<file path="src/rtl/lstx_pkg.sv">
package lstx_pkg;

    typedef enum logic [2:0] {
        ST_IDLE,
        ST_PREP,
        ST_SEND,
        ST_SE0,
        ST_EOPJ
    } tx_state_e;

    typedef struct packed {
        logic dp;
        logic dm;
        logic oe;
    } bus_drive_t;

    localparam logic [7:0] SYNC_BYTE = 8'h80;
    localparam logic [7:0] PID_ACK   = 8'hD2;
    localparam logic [7:0] PID_NAK   = 8'h5A;
    localparam int         STUFF_RUN = 6;

    // Drive pattern for one symbol; k=1 selects K, k=0 selects J
    function automatic bus_drive_t symbol_drive(input logic k);
        bus_drive_t d;
        d.dp = k;
        d.dm = ~k;
        d.oe = 1'b1;
        return d;
    endfunction

endpackage

</file>
<file path="src/rtl/lstx_bit_timer.sv">
module lstx_bit_timer #(
    parameter int CLKS_PER_BIT = 12
) (
    input  logic clk,
    input  logic rst,
    input  logic hold,
    output logic tick
);
    localparam int TW = (CLKS_PER_BIT > 1) ? $clog2(CLKS_PER_BIT) : 1;
    localparam logic [TW-1:0] LAST = TW'(CLKS_PER_BIT - 1);

    logic [TW-1:0] phase;

    always_ff @(posedge clk) begin
        if (rst || hold) begin
            phase <= '0;
        end else if (phase == LAST) begin
            phase <= '0;
        end else begin
            phase <= phase + 1'b1;
        end
    end

    assign tick = (phase == LAST) && !hold;
endmodule

</file>
<file path="src/rtl/lstx_serializer.sv">
module lstx_serializer
    import lstx_pkg::*;
#(
    parameter int CNT_W = 4
) (
    input  logic             clk,
    input  logic             rst,
    input  logic             init,
    input  logic             step,
    input  logic [CNT_W-1:0] nbytes,
    input  logic [7:0]       next_byte,
    output logic [CNT_W-1:0] byte_idx,
    output logic             line_k,
    output logic             pkt_end
);
    logic [7:0] cur_byte;
    logic [2:0] bit_idx;
    logic [2:0] ones;
    logic       cur_bit;
    logic       stuff_due;

    assign cur_bit   = cur_byte[bit_idx];
    assign stuff_due = (ones == 3'(STUFF_RUN));
    assign pkt_end   = !stuff_due && (byte_idx == nbytes);

    always_ff @(posedge clk) begin
        if (rst || init) begin
            cur_byte <= SYNC_BYTE;
            byte_idx <= '0;
            bit_idx  <= '0;
            ones     <= '0;
            line_k   <= 1'b0;
        end else if (step && !pkt_end) begin
            if (stuff_due) begin
                line_k <= ~line_k;
                ones   <= '0;
            end else begin
                if (!cur_bit) begin
                    line_k <= ~line_k;
                end
                ones <= cur_bit ? ones + 1'b1 : 3'd0;
                if (bit_idx == 3'd7) begin
                    bit_idx  <= '0;
                    byte_idx <= byte_idx + 1'b1;
                    cur_byte <= next_byte;
                end else begin
                    bit_idx <= bit_idx + 1'b1;
                end
            end
        end
    end
endmodule

</file>
<file path="src/rtl/lsusb_tx.sv">
module lsusb_tx
    import lstx_pkg::*;
#(
    parameter int CLKS_PER_BIT = 12,
    parameter int MAX_BYTES    = 12,
    parameter int ADDR_W       = 7,
    parameter int SE0_BITS     = 2,
    parameter int CNT_W        = $clog2(MAX_BYTES + 1)
) (
    input  logic              clk,
    input  logic              rst,
    input  logic              start_i,
    input  logic [CNT_W-1:0]  byte_cnt_i,
    input  logic              hs_req_i,
    input  logic              hs_ack_i,
    output logic [CNT_W-1:0]  rd_addr_o,
    input  logic [7:0]        rd_data_i,
    input  logic [ADDR_W-1:0] pend_addr_i,
    output logic [ADDR_W-1:0] dev_addr_o,
    output logic              dp_o,
    output logic              dm_o,
    output logic              oe_o,
    output logic              busy_o,
    output logic              done_o
);
    localparam int EW = (SE0_BITS > 1) ? $clog2(SE0_BITS) : 1;
    localparam logic [CNT_W-1:0] MIN_CNT = CNT_W'(2);
    localparam logic [CNT_W-1:0] MAX_CNT = CNT_W'(MAX_BYTES);

    tx_state_e        state;
    logic [CNT_W-1:0] nbytes;
    logic             is_hs;
    logic [7:0]       hs_pid;
    logic [EW-1:0]    se0_cnt;
    logic             tick;
    logic             line_k;
    logic             pkt_end;
    logic [CNT_W-1:0] byte_idx;
    logic [7:0]       next_byte;
    bus_drive_t       drive;

    lstx_bit_timer #(.CLKS_PER_BIT(CLKS_PER_BIT)) timer_i (
        .clk  (clk),
        .rst  (rst),
        .hold (state == ST_IDLE || state == ST_PREP),
        .tick (tick)
    );

    assign next_byte = is_hs ? hs_pid : rd_data_i;
    assign rd_addr_o = byte_idx;

    lstx_serializer #(.CNT_W(CNT_W)) ser_i (
        .clk       (clk),
        .rst       (rst),
        .init      (state == ST_IDLE),
        .step      ((state == ST_PREP) || (state == ST_SEND && tick)),
        .nbytes    (nbytes),
        .next_byte (next_byte),
        .byte_idx  (byte_idx),
        .line_k    (line_k),
        .pkt_end   (pkt_end)
    );

    always_ff @(posedge clk) begin
        if (rst) begin
            state      <= ST_IDLE;
            nbytes     <= MIN_CNT;
            is_hs      <= 1'b0;
            hs_pid     <= PID_NAK;
            se0_cnt    <= '0;
            dev_addr_o <= '0;
            done_o     <= 1'b0;
        end else begin
            done_o <= 1'b0;
            case (state)
                ST_IDLE: begin
                    if (hs_req_i) begin
                        is_hs  <= 1'b1;
                        hs_pid <= hs_ack_i ? PID_ACK : PID_NAK;
                        nbytes <= MIN_CNT;
                        state  <= ST_PREP;
                    end else if (start_i) begin
                        is_hs <= 1'b0;
                        if (byte_cnt_i < MIN_CNT) begin
                            nbytes <= MIN_CNT;
                        end else if (byte_cnt_i > MAX_CNT) begin
                            nbytes <= MAX_CNT;
                        end else begin
                            nbytes <= byte_cnt_i;
                        end
                        state <= ST_PREP;
                    end
                end
                ST_PREP: state <= ST_SEND;
                ST_SEND: begin
                    if (tick && pkt_end) begin
                        se0_cnt <= '0;
                        state   <= ST_SE0;
                        if (!is_hs) begin
                            dev_addr_o <= pend_addr_i;
                        end
                    end
                end
                ST_SE0: begin
                    if (tick) begin
                        if (se0_cnt == EW'(SE0_BITS - 1)) begin
                            state <= ST_EOPJ;
                        end else begin
                            se0_cnt <= se0_cnt + 1'b1;
                        end
                    end
                end
                ST_EOPJ: begin
                    if (tick) begin
                        state  <= ST_IDLE;
                        done_o <= 1'b1;
                    end
                end
                default: state <= ST_IDLE;
            endcase
        end
    end

    always_comb begin
        case (state)
            ST_PREP: drive = '{dp: 1'b0, dm: 1'b1, oe: 1'b0};
            ST_SEND: drive = symbol_drive(line_k);
            ST_SE0:  drive = '{dp: 1'b0, dm: 1'b0, oe: 1'b1};
            ST_EOPJ: drive = symbol_drive(1'b0);
            default: drive = '{dp: 1'b0, dm: 1'b0, oe: 1'b0};
        endcase
    end

    assign dp_o   = drive.dp;
    assign dm_o   = drive.dm;
    assign oe_o   = drive.oe;
    assign busy_o = (state != ST_IDLE);
endmodule

</file>
<file path="config.mk">
export PLATFORM = sky130hd
export DESIGN_NAME = lsusb_tx
export DESIGN_NICKNAME = d
export VERILOG_FILES = /design/src/rtl/lstx_pkg.sv /design/src/rtl/lstx_bit_timer.sv /design/src/rtl/lstx_serializer.sv /design/src/rtl/lsusb_tx.sv
export SDC_FILE = /design/constraint.sdc
export NUM_CORES = 1
export LEC_CHECK = 0
export BUFFER_PORTS_ARGS = -buffer_cell sky130_fd_sc_hd__buf_2
export CAP_MARGIN = 20
export CORE_ASPECT_RATIO = 0.7
export CORE_UTILIZATION = 35
export DETAILED_ROUTE_END_ITERATION = 7
export PLACE_DENSITY = 0.64
export SLEW_MARGIN = 40
export SYNTH_ARGS = -nofsm -noshare
export SYNTH_HDL_FRONTEND = slang
export SYNTH_SLANG_ARGS = --single-unit
</file>
<file path="constraint.sdc">
create_clock -name clk -period 3.9 [get_ports clk]
set_clock_uncertainty 0.2 [all_clocks]
set_input_delay 0.195 -clock clk [delete_from_list [all_inputs] [get_ports clk]]
set_output_delay 0.195 -clock clk [all_outputs]
set_load 0.01 [all_outputs]
</file>
== Word-level counts from Yosys, hierarchy flattened ==
Cells that the tools add are included.
Word-level totals
  register bits: 48
  latch bits: 0
  bits of input ports: 24
  logic and storage cells: 93
  bits in read-only memories: 0
  output and inout bits: 16
  RAM bits: 0
  memories: 0
Operators by class
  reduce and logical (&&, ||, !) cells: 26
  shift-type cells: 0
  div/mod/pow operators: 0
  magnitude comparators: 3
  mux-type cells: 28
  equal/unequal tests: 14
  $add $sub $neg: 5
  $mul: 0
  bitwise gates (word level): 4
Operators with widths (number)
  3-bit 2-to-1 mux: 9
  4-bit 2-to-1 mux: 4
  8-bit 2-to-1 mux: 2
  3-bit one-hot mux with 5 select lines: 1
  3-bit one-hot mux with 4 select lines: 1
  3-bit equality test, second input constant: 3
  1-bit 2-to-1 mux: 9
  3-bit AND reduction: 3
  4-bit by 1-bit adder with 4-bit output, second input constant: 2
  2-bit != test, second input constant: 4
  2-bit AND reduction: 4
  3-bit by 1-bit adder with 3-bit output, second input constant: 2
  3-bit by 2-bit equality test with 1-bit output, second input constant: 2
  1-bit logical AND: 5
  5-bit AND reduction: 1
  4-bit equality test: 1
  4-bit equality test, second input constant: 1
  4-bit greater-than comparator, second input constant: 1
  1-bit logical OR: 4
  3-bit by 4-bit < comparator with 1-bit output, second input constant: 1
  4-bit by 2-bit < comparator with 1-bit output, second input constant: 1
  1-bit NOT: 4
  2-bit nonzero test: 2
  2-bit OR reduction: 2
  9 further kinds: 11

== Longest topological paths before layout ==
Gate-level depths: netlist (run 1).
  depth after elaboration: 8
  depth in mapped cells: 10
  gate-level depth less buffers: 8

== Hierarchy ==
A second synthesis (run 1) with hierarchy kept.
Second synthesis, totals
  cells, all modules: 251
  area total of the unflattened synthesis: 2198.4 µm²
By module, submodules not included
  lstx_serializer: instances 1, cells an instance 119, area an instance 1026.0 µm², seq. area each 380.4 µm²
  lsusb_tx: instances 1, cells an instance 116, area an instance 1006.0 µm², seq. area each 380.4 µm²
  lstx_bit_timer: instances 1, cells an instance 16, area an instance 166.4 µm², seq. area each 80.1 µm²

== Worst setup path before layout (run 1) ==
Ideal clock, no wire load.
  path kind: flip-flop to flip-flop
  start: register ser_i.ones[0]
  end: register dev_addr_o[0]
  path slack: 1759 ps
  cell stages (with the launch flop): 9
  path buffers: 0
  arrival time: 1814 ps
  library setup time: 128 ps
  period minus slack after synthesis: 2141 ps
  cells stage by stage: dfxtp_1 > inv_1 > ha_1 > nand2_1 > a21boi_0 > nand4_2 > nor4_4 > mux2i_1 > nor2_1
On the way
  cells in the longest elaborated chain, start to end: 5
Ends and longest elaborated chain
  start: declaration: RTL line lstx_serializer.sv:18  | logic [2:0] ones;
  start signal: assignment: RTL line lstx_serializer.sv:41  | ones <= cur_bit ? ones + 1'b1 : 3'd0;
  3-bit equality test: RTL line lstx_serializer.sv:23  | assign stuff_due = (ones == 3'(STUFF_RUN));
  1-bit logical NOT: RTL line lstx_serializer.sv:24  | assign pkt_end = !stuff_due && (byte_idx == nbytes);
  1-bit logical AND: RTL line lstx_serializer.sv:24
  1-bit logical AND: RTL line lsusb_tx.sv:96  | if (tick && pkt_end) begin
  3-bit AND reduction (no line)
  end signal: assignment: RTL line lsusb_tx.sv:100  | dev_addr_o <= pend_addr_i;
  end: declaration: RTL line lsusb_tx.sv:19  | output logic [ADDR_W-1:0] dev_addr_o,
No other way between the ends.
A chain may end at the register's enable or synchronous reset.

== Worst setup path in the final report (run 1) ==
  start: register ser_i.ones[0]
  end: register ser_i.bit_idx[1]
On the way
  cells in the longest elaborated chain, start to end: 6
  elaborated cells on any way between the ends: 7
  those cells by class: 1 x eq/ne; 1 x bitwise; 5 x reduce/logical
Ends and longest elaborated chain
  3-bit equality test *: RTL line lstx_serializer.sv:23
  1-bit logical NOT: RTL line lstx_serializer.sv:24
  1-bit logical AND: RTL line lstx_serializer.sv:24
  1-bit logical NOT: RTL line lstx_serializer.sv:33  | end else if (step && !pkt_end) begin
  1-bit logical AND: RTL line lstx_serializer.sv:33
  2-bit AND reduction (no line) *
  end signal: assignment: RTL line lstx_serializer.sv:47  | bit_idx <= bit_idx + 1'b1;
  end: declaration: RTL line lstx_serializer.sv:17  | logic [2:0] bit_idx;
Mark *: on every way between the ends. The rest lies on a longest branch, timed or not.

==> results of run 1 <==
[logic make-up after synthesis]
kind of cell / count (synthesis)
flops: 42
buf+inv: 21
xor+xnor: 4
fa+ha+maj: 6
simple gates: 101
mux: 15
compound gates: 46
[state kept, by name, indices dropped and copies added (netlist names)]
register,count
state,3
ser_i.bit_idx,3
timer_i.phase,4
ser_i.line_k,1
dev_addr_o,7
ser_i.byte_idx,4
is_hs,1
nbytes,4
hs_pid,2
ser_i.cur_byte,8
done_o,1
se0_cnt,1
ser_i.ones,3
[path summary, 6_finish.rpt]
path	cells past startpoint	slack, ns	to	startpoint
max	8	1.38	ser_i.bit_idx[1]	ser_i.ones[0]
min	3	0.02	ser_i.cur_byte[6]	rd_data_i[6]
min reg2reg	1	0.25	timer_i.phase[0]	timer_i.phase[0]
max reg2reg	8	1.38	ser_i.bit_idx[1]	ser_i.ones[0]
[worst max-delay path, delay by kind of cell, from the launching register on]
kind | cells | cell delay (ns)
compound gates | 2 | 0.83
fa+ha+maj | 1 | 0.19
buf+inv | 1 | 0.06
flops | 1 | 0.38
mux | 1 | 0.20
simple gates | 3 | 0.60
[cell type report]
cell class / instances / area share (%)
sequential: 42 / 33.85
inverter: 8 / 1.209
multi-input combinational: 172 / 45.24
timing repair buffer: 51 / 12.59
clock inverter: 2 / 0.5542
tap: 72 / 3.627
clock buffer: 6 / 2.922
[where the power goes]
group,total [W],leakage (nW),switching (W),internal [W]
clock,0.000277,0.0452,0.000151,0.000126
combinational,0.000137,0.616,0.0000791,0.0000580
sequential,0.000462,0.340,0.0000194,0.000443
total,0.000876,1.00,0.000249,0.000627
[layout by cell type, fill, tap and decap left out, types with 2 or more instances in the layout]
master,n
nor3_1,12
mux2i_1,15
buf_2,39
nand2b_1,8
a21oi_1,18
or3_1,5
nand2_1,19
a31oi_1,2
xor2_1,2
o31ai_1,4
inv_1,8
o21ai_0,8
dlygate4sd3_1,11
xnor2_1,2
and4b_1,2
nor4_1,2
clkbuf_8,5
a2111oi_0,2
nor2b_1,7
or3b_1,3
dfxtp_1,42
nand3_1,9
ha_1,6
nor2_1,21
a211o_1,2
[per-layer routing]
metal	vias to the layer above	routed length, um
met5	-	0
met3	2	270
met4	0	18
li1	922	-
met2	49	1727
met1	789	2447
[per-stage QoR]
step           total power (W)  utilization [%]  area [sq um]  worst slack (ns)
5_1_grt              0.0009218            45.57          2484             1.131
6_report             0.0008764            45.57          2484             1.380
3_5_place_dp         0.0005987            41.92          2285             1.378
3_3_place_gp         0.0005983            41.92          2285             1.533
4_1_cts              0.0008849            45.52          2481             1.369
2_1_floorplan        0.0005603                -          2058             1.759
==> results.sh, run 1 <==
export IMPL_yosys_area_share_simple_pct=27.66
export IMPL_synthXorXnorAreaFrac_pct=1.702
export IMPL_status="finished clean"
export IMPL_critical_path_peak_fanout=7
export IMPL_gp_congestion=0.7600
export IMPL_firstDrtPassIters=4
export IMPL_hold_worst_slack_ns=0.02238
export IMPL_synthDistinctLibCells=48
export IMPL_worst_ep_arrival_time_ns=2.55
export IMPL_cts_tree="yes"
export IMPL_coreArea_sq_um=5450
export IMPL_static_leakage_power_nw=1.002
export IMPL_synth_nets=265
export IMPL_hold_viol=0
export IMPL_drt_initial_drc_count=98
export IMPL_cp_slowest_cell="o21ai_0"
export IMPL_synthAdderAreaFrac_pct=3.647
export IMPL_async_flop_share_pct=0
export IMPL_vias=1762
export IMPL_clock_latency_ns=0.30
export IMPL_ys_flop_type="dfxtp_1"
export IMPL_cts_root_buf="clkbuf_8"
export IMPL_slew_limit_headroom_pct=50.61
export IMPL_power_density_nw_per_um2=352.9
export IMPL_rsz0062_at_grt="false"
export IMPL_synth_edff_count=0
export IMPL_syn_inst=235
export IMPL_die_h_um=66.16
export IMPL_fmax_ghz=0.3968
export IMPL_start_kind="register"
export IMPL_cts_buffer_depth=2
export IMPL_syn_avg_cell_area_sq_um=8.758
export IMPL_grt_pass1_wl_mm=7.631
export IMPL_setup_viol=0
export IMPL_grt_max_degree=24
export IMPL_synth_top_family_by_area="simple AND/OR/NAND/NOR gates"
export IMPL_n_fill_cell=554
export IMPL_grt_util_met2_pct=22.06
export IMPL_cts_clk_slew_worst_paths_ns=0.08
export IMPL_grt_busiest_layer="met1"
export IMPL_die_w_um=93.66
export IMPL_ys_seq_elements=42
export IMPL_syn_cell_area_sq_um=2058
export IMPL_cpPeakStageDelay_ns=0.57
export IMPL_hpwl_mm=3.222
export IMPL_start_util_pct=37.76
export IMPL_drt_total_wl_mm=4.463
export IMPL_nNetsFinal=310
export IMPL_synthTopCellsByCount="dfxtp_1, nor2_1, nand2_1"
export IMPL_avgRoutedWirePerCell_um=12.64
export IMPL_track_usage_pct=15.87
export IMPL_tightest_slew_ns=0.7352
export IMPL_yosysWarningCount=0
export IMPL_drive_gt1_share_pct=19.57
export IMPL_fp_row_count=22
export IMPL_final_cells=353
export IMPL_place_port_buffers=39
export IMPL_ys_seq_area_share_pct=40.85
export IMPL_endpoint_kind="register"
export IMPL_grt_pass1_vias=1633
export IMPL_overflow=0
export IMPL_cts_sinks=42
export IMPL_die_area_sq_um=6196
export IMPL_cap_viol_max_count=0
export IMPL_ant_nets=0
export IMPL_required_ns=3.93
export IMPL_yosysTopAreaCell="dfxtp_1"
export IMPL_vdd_drop_max_mv=0.1612
export IMPL_worstSetupPathType="register to register"
export IMPL_place_inst=334
export IMPL_synth_most_common_cell="dfxtp_1"
export IMPL_worstPathCellList="inv_1 > ha_1 > nand2_1 > a21boi_0 > nand4_2 > o21ai_0 > nand2b_1 > mux2i_1"
export IMPL_syn2layout_area_growth_pct=20.67
export IMPL_regArea_sq_um=840.8
export IMPL_grt_util_met3_pct=3.678
export IMPL_finalMaxSlewViolations=0
export IMPL_cts_resized=0
export IMPL_post_cts_buffers=0
export IMPL_fin_tns_setup_ns=0
export IMPL_min_period_ns=2.520
export IMPL_cts_htree_levels=2
export IMPL_antenna_cells=0
export IMPL_yosys_area_top_type_share_pct=40.85
export IMPL_boundaryPins=40
export IMPL_cts_hold_buf=11
export IMPL_drc=0
export IMPL_multiInputGateArea_sq_um=1124
export IMPL_use_met1_pct=23.67
export IMPL_synth_compound_area_share_pct=14.16
export IMPL_synth_mux_area_share_pct=7.295
export IMPL_cts_buffers_inserted=5
export IMPL_timing_final_crit_share_pct=64.62
export IMPL_via_per_inst=4.992
export IMPL_hp_class="primary input to register"
export IMPL_synth_area_leaders="dfxtp_1, mux2i_1, a21oi_1"
export IMPL_antenna_found_initial=0
Note: power is estimated with default switching activity, not from simulation.
==> run 2, diff against run 1 <==
--- a/config.mk
+++ b/config.mk
@@ -10,7 +10,7 @@
 export CORE_ASPECT_RATIO = 0.7
 export CORE_UTILIZATION = 35
 export DETAILED_ROUTE_END_ITERATION = 7
-export PLACE_DENSITY = 0.64
+export PLACE_DENSITY = 0.66
 export SLEW_MARGIN = 40
 export SYNTH_ARGS = -nofsm -noshare
 export SYNTH_HDL_FRONTEND = slang
==> constraint.sdc (replaced) <==
create_clock -name clk -period 2.2 [get_ports clk]
set_clock_uncertainty 0.2 [all_clocks]
set_input_delay 0.11 -clock clk [delete_from_list [all_inputs] [get_ports clk]]
set_output_delay 0.11 -clock clk [all_outputs]
set_load 0.01 [all_outputs]
==> results.sh, run 2 (synthesis results as in run 1) <==
export IMPL_place_port_buffers=39
export IMPL_slew_limit_headroom_pct=68.81
export IMPL_die_w_um=93.66
export IMPL_vdd_drop_max_mv=0.3700
export IMPL_die_area_sq_um=6196
export IMPL_antenna_found_initial=0
export IMPL_finalMaxSlewViolations=0
export IMPL_grt_pass1_vias=1750
export IMPL_via_per_inst=4.908
export IMPL_highest_layer="met4"
export IMPL_drc=0
export IMPL_setup_ws_ns=0.08322
export IMPL_reg2reg_setup_slack_ns=0.08
export IMPL_cts_buffers_inserted=5
export IMPL_worst_ep_arrival_time_ns=2.09
export IMPL_die_h_um=66.16
export IMPL_required_ns=2.17
export IMPL_cts_sinks=42
export IMPL_antenna_cells=0
export IMPL_hpwl_mm=3.337
export IMPL_worstSetupPathType="register to register"
export IMPL_routed_wl_met2_mm=2.018
export IMPL_start_util_pct=37.76
export IMPL_endpoint_kind="register"
export IMPL_boundaryPins=40
export IMPL_cts_tree="yes"
export IMPL_syn2layout_area_growth_pct=35.38
export IMPL_drive_gt1_share_pct=27.18
export IMPL_clock_latency_ns=0.29
export IMPL_place_inst=352
export IMPL_cts_htree_levels=2
export IMPL_start_kind="register"
export IMPL_final_cells=381
export IMPL_wirelength_met1_mm=2.525
export IMPL_status="finished clean"
export IMPL_fin_util_pct=51.12
export IMPL_coreArea_sq_um=5450
export IMPL_grt_pass1_wl_mm=8.335
export IMPL_route_met3_wl_um=221
export IMPL_largest_register="ser_i.cur_byte"
export IMPL_final_common_cell="buf_2"
export IMPL_power_density_nw_per_um2=589.6
export IMPL_critical_path_peak_fanout=7
export IMPL_cts_buffer_depth=2
export IMPL_startpoint="timer_i.phase[1]"
export IMPL_largest_reg_flops=8
export IMPL_fmax_ghz=0.4724
export IMPL_hp_class="primary input to register"
export IMPL_fp_row_count=22
export IMPL_cts_clk_slew_worst_paths_ns=0.09
export IMPL_setup_viol=0
export IMPL_r2r_cells=8
export IMPL_overflow=0
export IMPL_tightest_slew_ns=0.4672
export IMPL_drt_initial_drc_count=100
export IMPL_cap_viol_max_count=0
export IMPL_place_ws_ns=-0.009550
export IMPL_avgRoutedWirePerCell_um=12.53
export IMPL_drt_total_wl_mm=4.775
export IMPL_hold_viol=0
export IMPL_hp_start="hs_req_i"
export IMPL_r2r_end="dev_addr_o[5]"
export IMPL_gp_congestion=0.8504
export IMPL_nNetsFinal=338
export IMPL_timing_final_crit_share_pct=96.22
export IMPL_min_period_ns=2.117
export IMPL_r2r_start="timer_i.phase[1]"
export IMPL_largestRegisters="ser_i.cur_byte (8), dev_addr_o (7)"
export IMPL_grt_max_degree=24
export IMPL_firstDrtPassIters=4
export IMPL_track_usage_pct=17.26
export IMPL_ant_nets=0
export IMPL_final_cell_mix="buf_2, dfxtp_1, nor2_1"
export IMPL_fin_tns_setup_ns=0
export IMPL_endpoint="dev_addr_o[5]"
export IMPL_vias=1870
export IMPL_cts_root_buf="clkbuf_8"
export IMPL_static_leakage_power_nw=1.157
## run 2: changes by cell type in the layout (fill, tap and decap cells not counted), moves of 2 or more
| cell | previous run | this run |
|---|---|---|
| buf_4 | 1 | 19 |
| buf_6 | 0 | 2 |
| dfxtp_1 | 42 | 38 |
| dfxtp_2 | 0 | 3 |
| dlygate4sd3_1 | 11 | 18 |
## run 2: area by class of cell
class | count | area, sq um
clock inverter | 2 | 12.51
timing repair buffer | 79 | 560.5
clock buffer | 6 | 82.58
multi-input combinational | 172 | 1162
fill | 521 | 2664
sequential | 42 | 848.3
tap | 72 | 90.09
inverter | 8 | 30.03
## run 2: per-stage QoR
step                area [sq um]  hold slack [ns]  total power [W]
floorplan                   2058          0.05720        0.0009933
global placement            2432           0.1439         0.001099
detailed placement          2432           0.1555         0.001100
CTS                         2719          0.01437         0.001649
global route                2786          0.05677         0.001730
finish                      2786          0.03089         0.001643
## run 2: per-layer routing
layer / up-vias / GRT usage [%]
met5: - / 0
met4: 0 / 4.038
met3: 2 / 3.908
met2: 43 / 25.46
met1: 841 / 25.24
li1: 984 / -
## run 2: worst min path at each step
stage | end | slack (ns) | depth (start not counted)
floorplan | dev_addr_o[0] | 0.06 | 2
global placement | dev_addr_o[6] | 0.14 | 3
detailed placement | dev_addr_o[5] | 0.16 | 3
CTS | is_hs | 0.01 | 3
global route | is_hs | 0.06 | 3
finish | is_hs | 0.03 | 3
## run 2: power by group
group / switching (W) / internal [W]
Sequential: 0.0000353 / 0.000785
Clock: 0.000271 / 0.000252
Combinational: 0.000153 / 0.000147
## run 2: worst max-delay path, stage by stage (launching register included)
cell and delay [ns]:
dfxtp_2 0.36, ha_4 0.14, buf_6 0.10, nand3b_4 0.08
or3_4 0.42, nor4_4 0.24, buf_6 0.19, mux2i_1 0.20
nor2_1 0.07
## run 2: what timing repair did
| action | 4_1_cts | 5_1_grt |
|---|---|---|
| endpoints found under the setup margin | 7 | 26 |
| hold buffers | 18 | 0 |
| setup buffers | 1 | 2 |
| hold endpoints to repair | 18 | 0 |
| resized for setup | 2 | 14 |
| pin swaps | 1 | 5 |
==> run 3, diff against run 2 <==
--- a/config.mk
+++ b/config.mk
@@ -8,9 +8,9 @@
 export BUFFER_PORTS_ARGS = -buffer_cell sky130_fd_sc_hd__buf_2
 export CAP_MARGIN = 20
 export CORE_ASPECT_RATIO = 0.7
-export CORE_UTILIZATION = 35
+export CORE_UTILIZATION = 30
 export DETAILED_ROUTE_END_ITERATION = 7
-export PLACE_DENSITY = 0.66
+export PLACE_DENSITY = 0.59
 export SLEW_MARGIN = 40
 export SYNTH_ARGS = -nofsm -noshare
 export SYNTH_HDL_FRONTEND = slang
==> results.sh, run 3 (synthesis results as in run 1) <==
export IMPL_grt_pass1_wl_mm=8.362
export IMPL_p_switching_w=0.0004514
export IMPL_p_sw_share_pct=26.27
export IMPL_grt_max_degree=24
export IMPL_cts_clk_slew_worst_paths_ns=0.08
export IMPL_static_leakage_power_nw=1.160
export IMPL_coreArea_sq_um=6426
export IMPL_hpwl_mm=3.409
export IMPL_vias=1898
export IMPL_final_cell_mix="buf_2, dfxtp_1, nor2_1"
export IMPL_drive_gt1_share_pct=28.80
export IMPL_drt_total_wl_mm=5.257
export IMPL_finalMaxSlewViolations=0
export IMPL_power_density_nw_per_um2=605.8
export IMPL_largestRegisters="ser_i.cur_byte (8), dev_addr_o (7)"
export IMPL_timing_final_crit_share_pct=97.10
export IMPL_critical_path_peak_fanout=6
export IMPL_place_ws_ns=0.02347
export IMPL_worstPathCellList="ha_4 > and3b_2 > nand3_2 > a21oi_2 > o2111ai_2 > buf_6 > or3b_1 > a21oi_1"
export IMPL_place_port_buffers=39
export IMPL_pwr_share_clk_pct=34.9
export IMPL_clock_latency_ns=0.29
export IMPL_cts_root_buf="clkbuf_8"
export IMPL_nNetsFinal=338
export IMPL_via_per_inst=4.745
export IMPL_ant_nets=0
export IMPL_r2r_end="ser_i.cur_byte[5]"
export IMPL_antenna_cells=0
export IMPL_die_h_um=71.30
export IMPL_fmax_ghz=0.4681
export IMPL_die_w_um=101
export IMPL_tightest_slew_ns=0.4690
export IMPL_fp_row_count=24
export IMPL_start_util_pct=32.03
export IMPL_endpoint_kind="register"
export IMPL_p_comb_share_pct=17.3
export IMPL_required_ns=2.22
export IMPL_overflow=0
export IMPL_cp_slowest_cell="dfxtp_2"
export IMPL_avgRoutedWirePerCell_um=13.14
export IMPL_r2r_start="timer_i.phase[0]"
export IMPL_place_inst=368
export IMPL_final_cells=400
export IMPL_track_usage_pct=14.84
export IMPL_cts_buffers_inserted=5
export IMPL_grt_pass1_vias=1785
export IMPL_internal_power_w=0.001267
export IMPL_path_depth=8
export IMPL_endpoint="ser_i.cur_byte[5]"
export IMPL_min_period_ns=2.136
export IMPL_power_total_w=0.001718
export IMPL_die_area_sq_um=7201
export IMPL_hp_start="byte_cnt_i[0]"
export IMPL_finalInstanceArea_sq_um=2836
export IMPL_startpoint="timer_i.phase[0]"
export IMPL_drc=0
export IMPL_cts_sinks=42
export IMPL_setup_viol=0
export IMPL_cts_buffer_depth=2
export IMPL_syn2layout_area_growth_pct=37.81
export IMPL_vdd_drop_max_mv=0.3267
export IMPL_largest_register="ser_i.cur_byte"
export IMPL_placed_cell_area_sq_um=2434
export IMPL_r2r_cells=8
export IMPL_boundaryPins=40
export IMPL_cts_htree_levels=2
export IMPL_hold_viol=0
export IMPL_worstSetupPathType="register to register"
export IMPL_gp_congestion=0.8064
export IMPL_cpPeakStageDelay_ns=0.36
export IMPL_firstDrtPassIters=4
export IMPL_status="finished clean"
export IMPL_hp_class="primary input to register"
export IMPL_critPathTopFamily="simple AND/OR/NAND/NOR gates"
export IMPL_slew_limit_headroom_pct=68.69
export IMPL_start_kind="register"
export IMPL_drt_initial_drc_count=94
export IMPL_setup_ws_ns=0.06373
export IMPL_fin_tns_setup_ns=0
export IMPL_largest_reg_flops=8
export IMPL_pwr_share_seq_pct=47.7
export IMPL_reg2reg_setup_slack_ns=0.06
export IMPL_n_fill_cell=651
export IMPL_crit_buf_inv=1
export IMPL_final_common_cell="buf_2"
export IMPL_cts_tree="yes"
export IMPL_worst_ep_arrival_time_ns=2.16
export IMPL_antenna_found_initial=0
export IMPL_cap_viol_max_count=0
[run 3: cell types whose count changed in the layout (fill, tap and decap cells not counted), moves of 2 or more]
cell      delta
a21oi_1      -2
clkbuf_1     +2
or3b_1       -2
a21oi_2      +2
or3b_4       +2
[run 3: worst min path at each step]
| stage | endpoint | slack, ns | depth (start not counted) |
|---|---|---|---|
| final | nbytes[0] | 0.03 | 4 |
| after global routing | nbytes[0] | 0.07 | 4 |
| after CTS | nbytes[0] | 0.02 | 4 |
| after detailed placement | dev_addr_o[0] | 0.16 | 3 |
| after global placement | dev_addr_o[4] | 0.14 | 3 |
| after floorplan | dev_addr_o[0] | 0.06 | 2 |
[run 3: what timing repair did]
item | in CTS | in global routing
endpoints found under the hold margin | 18 | 0
hold buffers | 18 | 0
gates resized for setup | 4 | 19
pin swaps | 1 | 7
cloned | 0 | 2
setup endpoints to repair | 11 | 24
setup buffers | 0 | 4
[run 3: power by group through the flow]
stage / combinational, W / clock [W] / sequential (W)
6_report: 0.000298 / 0.000600 / 0.000820
5_1_grt: 0.000332 / 0.000648 / 0.000826
4_1_cts: 0.000287 / 0.000621 / 0.000818
3_5_place_dp: 0.000259 / 0 / 0.000836
3_3_place_gp: 0.000258 / 0 / 0.000836
2_1_floorplan: 0.000179 / 0 / 0.000815
[run 3: cell type report]
| class | count | area [sq um] | area share (%) |
|---|---|---|---|
| clock buffers | 7 | 76.32 | 2.691 |
| clock inverters | 1 | 30.03 | 1.059 |
| flip-flops and latches | 42 | 844.6 | 29.78 |
| multi-input cells | 172 | 1187 | 41.86 |
| well taps | 91 | 113.9 | 4.014 |
| inverters | 8 | 30.03 | 1.059 |
| repair buffers | 79 | 554.3 | 19.54 |
[run 3: per-stage QoR]
stage | utilization [%] | hold slack (ns)
after floorplan | - | 0.05720
after global placement | 37.87 | 0.1416
after detailed placement | 37.87 | 0.1597
after CTS | 42.48 | 0.02094
after global routing | 44.14 | 0.06504
final | 44.14 | 0.03499
[run 3: worst register-to-register path, delay by kind of cell, from the launching register on]
family	cells	cell delay [ns]
fa+ha+maj	1	0.14
flops	1	0.36
compound gates	3	0.51
simple gates	3	0.67
buf+inv	1	0.19
[run 3: metal layers]
layer  global-route usage [%]  share of wire (%)
met2                    22.91                 43
met5                        0                  0
met1                    21.05                 53
met3                    3.512                3.8
met4                    3.382               0.59
